--- src/rtl/burst_seq_pkg.sv ---
package burst_seq_pkg;
    typedef enum logic {
        ST_IDLE = 1'b0,
        ST_RUN  = 1'b1
    } seq_state_t;
endpackage

--- src/rtl/burst_fsm.sv ---
module burst_fsm #(
    parameter int BEAT_W = 2
) (
    input  logic              clk,
    input  logic              rst_n,
    input  logic              load,
    input  logic              adv_n,
    output logic [BEAT_W-1:0] beat
);
    import burst_seq_pkg::*;

    seq_state_t        state_q, state_d;
    logic [BEAT_W-1:0] beat_q, beat_d;

    always_comb begin
        state_d = state_q;
        beat_d  = beat_q;
        unique case (state_q)
            ST_IDLE: begin
                if (load) begin
                    state_d = ST_RUN;
                    beat_d  = '0;
                end
            end
            ST_RUN: begin
                if (load) begin
                    beat_d = '0;
                end else if (!adv_n) begin
                    beat_d = BEAT_W'(beat_q + 1'b1);
                end
            end
            default: begin
                state_d = ST_IDLE;
                beat_d  = '0;
            end
        endcase
    end

    always_ff @(posedge clk or negedge rst_n) begin
        if (!rst_n) begin
            state_q <= ST_IDLE;
            beat_q  <= '0;
        end else begin
            state_q <= state_d;
            beat_q  <= beat_d;
        end
    end

    assign beat = beat_q;

    // a step moves the beat index up by one, modulo the burst length
    a_r3_step: assert property (@(posedge clk) disable iff (!rst_n)
        (state_q == ST_RUN && !load && !adv_n) |=> beat_q == BEAT_W'($past(beat_q) + 1'b1));
    // advance high holds the beat index
    a_r4_hold: assert property (@(posedge clk) disable iff (!rst_n)
        (!load && adv_n) |=> $stable(beat_q));
    // a load clears the beat index even with advance low
    a_r8_load_wins: assert property (@(posedge clk) disable iff (!rst_n)
        load |=> beat_q == '0);
    // the idle state keeps the beat index at zero
    a_r9_idle_zero: assert property (@(posedge clk) disable iff (!rst_n)
        (state_q == ST_IDLE) |-> beat_q == '0);
endmodule

--- src/rtl/burst_base_reg.sv ---
module burst_base_reg #(
    parameter int ADDR_W = 18
) (
    input  logic              clk,
    input  logic              rst_n,
    input  logic              load,
    input  logic [ADDR_W-1:0] start_addr,
    output logic [ADDR_W-1:0] base
);
    always_ff @(posedge clk or negedge rst_n) begin
        if (!rst_n) begin
            base <= '0;
        end else if (load) begin
            base <= start_addr;
        end
    end
endmodule

--- src/rtl/burst_order_unit.sv ---
module burst_order_unit #(
    parameter int ADDR_W = 18,
    parameter int BEAT_W = 2
) (
    input  logic [ADDR_W-1:0] base,
    input  logic [BEAT_W-1:0] beat,
    input  logic              order_il,
    output logic [ADDR_W-1:0] addr
);
    logic [BEAT_W-1:0] low_lin, low_il, low_sel;

    always_comb begin
        low_lin = BEAT_W'(base[BEAT_W-1:0] + beat);
        low_il  = base[BEAT_W-1:0] ^ beat;
        low_sel = order_il ? low_il : low_lin;
    end

    assign addr = {base[ADDR_W-1:BEAT_W], low_sel};
endmodule

--- src/rtl/burst_seq_top.sv ---
module burst_seq_top #(
    parameter int ADDR_W    = 18,
    parameter int BURST_LEN = 4
) (
    input  logic                         clk,
    input  logic                         rst_n,
    input  logic                         load,
    input  logic [ADDR_W-1:0]            start_addr,
    input  logic                         adv_n,
    input  logic                         order_il,
    output logic [ADDR_W-1:0]            cur_addr,
    output logic [$clog2(BURST_LEN)-1:0] beat_idx
);
    localparam int BEAT_W = $clog2(BURST_LEN);

    logic [ADDR_W-1:0] base;
    logic [BEAT_W-1:0] beat;

    burst_fsm #(.BEAT_W(BEAT_W)) u_fsm (
        .clk   (clk),
        .rst_n (rst_n),
        .load  (load),
        .adv_n (adv_n),
        .beat  (beat)
    );

    burst_base_reg #(.ADDR_W(ADDR_W)) u_base (
        .clk        (clk),
        .rst_n      (rst_n),
        .load       (load),
        .start_addr (start_addr),
        .base       (base)
    );

    burst_order_unit #(.ADDR_W(ADDR_W), .BEAT_W(BEAT_W)) u_order (
        .base     (base),
        .beat     (beat),
        .order_il (order_il),
        .addr     (addr_w)
    );

    logic [ADDR_W-1:0] addr_w;

    assign cur_addr = addr_w;
    assign beat_idx = beat;

    // the first beat after a load presents the strobed address
    a_r2_first_beat: assert property (@(posedge clk) disable iff (!rst_n)
        load |=> cur_addr == $past(start_addr));
    // without a load the upper address bits never move
    a_r7_upper_fixed: assert property (@(posedge clk) disable iff (!rst_n)
        !load |=> cur_addr[ADDR_W-1:BEAT_W] == $past(cur_addr[ADDR_W-1:BEAT_W]));
    // beat 0 always shows the loaded low bits, whatever the order
    a_r5_r6_beat0: assert property (@(posedge clk) disable iff (!rst_n)
        (load && $stable(order_il)) |=> cur_addr[BEAT_W-1:0] == $past(start_addr[BEAT_W-1:0]));
endmodule

--- config.mk ---
export PLATFORM = sky130hd
export DESIGN_NAME = burst_seq_top
export DESIGN_NICKNAME = d
export VERILOG_FILES = /design/src/rtl/burst_seq_pkg.sv /design/src/rtl/burst_fsm.sv /design/src/rtl/burst_base_reg.sv /design/src/rtl/burst_order_unit.sv /design/src/rtl/burst_seq_top.sv
export SDC_FILE = /design/constraint.sdc
export NUM_CORES = 1
export LEC_CHECK = 0
export BUFFER_PORTS_ARGS = -buffer_cell sky130_fd_sc_hd__clkbuf_2
export CORE_UTILIZATION = 46
export CTS_CLUSTER_DIAMETER = 50
export DETAILED_ROUTE_END_ITERATION = 8
export PLACE_DENSITY = 0.79
export SLEW_MARGIN = 10
export SYNTH_ARGS = -nofsm -noshare
export SYNTH_HDL_FRONTEND = slang
export SYNTH_HIERARCHICAL = 1
export SYNTH_SLANG_ARGS = --single-unit
--- constraint.sdc ---
create_clock -name clk -period 1.1 [get_ports clk]
set_input_delay 0.165 -clock clk [delete_from_list [all_inputs] [get_ports clk]]
set_output_delay 0.165 -clock clk [all_outputs]
set_load 0.01 [all_outputs]
==> summary.txt <==
GRT
  • GRT Total Usage: 0.152
  • Largest net degree at the start of global routing: 22
  • Vias in the first global route: 621
  • Overflow after GRT: 0
  • First-pass GRT wire length: about 2600 um
  • Initial antenna violation count: 0

Timing
  • Fin crit share: 1.28
  • TNS Setup: -0.498 ns
  • Final worst path period need: between 1 and 1.5 ns
  • Skew final: approximately 0.013 ns
  • Max-slew violations: 0
  • Final hold vios: 0
  • Slew headroom: 0.663
  • Post-route setup slack: -0.303 ns
  • Final setup viols: 3
  • Worst-margin pin slew: between 0.5 and 0.6 ns
  • RSZ-0062 raised after global routing: true
  • Max Freq: approximately 710 MHz

Power and ir drop
  • Internal power: 1.20 mW
  • Switch share: 0.258
  • Sequential power share: 0.547
  • Cell Pwr Density: ~1400 nW/um2
  • Clk pwr share: 0.226
  • P_leak: a little over 0.6 nW
  • Combinational Power Share: 0.227
  • Worst IR Drop VDD: approximately 700 uV
  • NetSw: 0.418 mW

Finish
  • Multi-input gate area in the final layout: roughly 340 um2
  • Area grow syn2layout: 19.1%
  • Layout cells sized above 1: 0.710
  • Final nets: approximately 130
  • Most frequent cells in the layout: clkbuf_2, dfrtp_1, mux2_4
  • Ant. Diodes: 0
  • Commonest non-fill, non-tap cell in the layout: clkbuf_2
  • Filler Cells Inserted: around 180
  • Core Util, Final: 0.596
  • Finished Layout Cells: ~130
  • Seq. cell area: ~530 um2
  • Post-route cell area: 1190 um2

Floorplan
  • DIE HEIGHT: about 49 um
  • Core area: about 2000 um2
  • DIE AREA: roughly 2400 um2
  • Core Rows: 16
  • I/O pin cnt: 43
  • Starting Density: 0.500
  • Die Wd: between 40 and 50 um

Routing
  • ANT nets after route: 0
  • Routed wire length: between 1500 and 2000 um
  • Drt first pass iters: 4
  • Vias per cell: 4.55
  • Drt wl/cell: 12.4 um
  • DRC viols: 0
  • Iteration-0 DRC Markers: 4
  • Vias: slightly below 600

Yosys
  • Post-synthesis sequential area ratio: 0.525
  • Unique masters post-synth: 14
  • Adder-Cell Fraction of Synth Area: 0.0125
  • Synth Area in XOR/XNOR: 0.0350
  • Net count after synthesis: slightly above 90
  • Largest family of logic cells by synthesized area: multiplexers
  • Mapped Area: 1000 um2
  • Gate count of the mapped netlist: 68
  • Compound-Gate Fraction of Synth Area: 0
  • YS warnings: 6
  • Mean area per synthesized cell: between 10 and 15 um2
  • Multiplexer share of the synthesized area: 0.240
  • Simple-gate share of the synthesized area: 0.0363
  • Synthesis-stage register bit count: 21

Clock network
  • # clock sinks: 21
  • Clock latency on the worst-skew pair: ~0.3 ns
  • Postcts setup bufs: 0
  • # H-tree levels: 1
  • CTS root buf: clkbuf_4
  • CTS tree: done
  • Clock Pin Slew Worst Setup and Hold Paths: 0.12 ns
  • Worst-case clock buffer depth: 2
  • Clock buffers created by TritonCTS: 3

Critical path
  • Critical path arrival: 1.24 ns
  • Critical Path RT: 0.94 ns
  • Crit Path Max Fanout: 2
  • Crit start category: register
  • Element type at the critical path end: output pin
  • CP Class: reg -> out

Placed design
  • GPL Wtd Cong: ~0.68
  • DP HPWL: ~1100 um
  • # placed instances: about 120
  • Post-Place Cell Area: 1150 um2
  • I/O Buffers: 42

Outcome
  • Violated checks: setup timing
  • Status: finished with violations

Min path
  • Worst hold-check path type: in -> reg

Job
  • Max_cap viols: 0
## path summary, 6_finish.rpt
path | slack (ns) | cells past startpoint | endpoint | from
worst max-delay path | -0.30 | 4 | cur_addr[1] | u_base/base[0]
worst min-delay path | 0.08 | 2 | u_base/base[7] | start_addr[7]
worst max register to register | 0.12 | 4 | u_fsm/beat[1] | u_fsm/beat[0]
worst min register to register | 0.51 | 1 | u_fsm/state_q | u_fsm/state_q
max in group asynchronous | 0.40 | 2 | u_base/base[15] | rst_n
min in group asynchronous | 0.35 | 2 | u_base/base[6] | rst_n
## routing by layer
metal / vias to the layer above / GRT usage / share of wire
met2: 20 / 0.259 / 0.52
met4: 0 / 0.0735 / 0.0083
li1: 274 / - / -
met1: 282 / 0.180 / 0.43
met3: 2 / 0.0314 / 0.045
met5: - / 0 / 0
## worst max-delay path, cell delays in order, from the launching register on
cell     delay [ns]
dfrtp_1        0.40
ha_2           0.18
nor2b_4        0.12
xnor2_2        0.11
buf_2          0.14
## cell usage after synthesis
master | instances | area share
dfrtp_1 | 21 | 0.52
buf_4 | 16 | 0.12
mux2_4 | 10 | 0.15
mux2_2 | 8 | 0.090
xnor2_1 | 3 | 0.026
nor2_1 | 2 | 0.0075
and2b_2 | 1 | 0.0088
buf_12 | 1 | 0.020
buf_6 | 1 | 0.011
ha_1 | 1 | 0.012
nand3b_1 | 1 | 0.0075
nor2b_1 | 1 | 0.0063
or2_2 | 1 | 0.0063
xor2_1 | 1 | 0.0088
## state kept, by name (all words and copies together), names as in the netlist
name	count
u_base/base	18
u_fsm/beat	2
u_fsm/state_q	1
## final cells by class
| cell class | count | share of cell area |
|---|---|---|
| clock buffers | 4 | 0.0220 |
| multi-input cells | 29 | 0.286 |
| flip-flops and latches | 21 | 0.441 |
| well taps | 27 | 0.0283 |
| repair buffers | 46 | 0.222 |
## power by group through the flow
stage / combinational, mW / sequential, mW / clock [mW]
after global placement: 0.354 / 0.896 / 0
final: 0.368 / 0.885 / 0.365
after floorplan: 0.287 / 0.897 / 0
after global routing: 0.403 / 0.897 / 0.407
after detailed placement: 0.365 / 0.901 / 0
after CTS: 0.371 / 0.886 / 0.384
## metrics by stage
| stage | setup slack [ns] | total power, mW | hold slack, ns |
|---|---|---|---|
| finish | -0.303 | 1.62 | 0.0821 |
| global route | -0.386 | 1.71 | 0.0738 |
| CTS | -0.319 | 1.64 | 0.0718 |
| detailed placement | -0.00451 | 1.27 | 0.167 |
| global placement | 0.0188 | 1.25 | 0.147 |
| floorplan | 0.00899 | 1.18 | -0.131 |
## kinds of logic after synthesis
kind of cell | after synthesis
DFF | 21
xor gates and xnor gates | 4
buffers and inverters | 18
adders and majority gates | 1
and+or+nand+nor | 6
muxes | 18
## timing repair
item                                    4_1_cts  5_1_grt
cloned                                        0        0
resized for setup                             0        5
pin swaps                                     2        0
hold buffers                                  1        0
endpoints found under the setup margin        4        4
hold endpoints to repair                     21        0
Power figures use the tool's default switching activity.
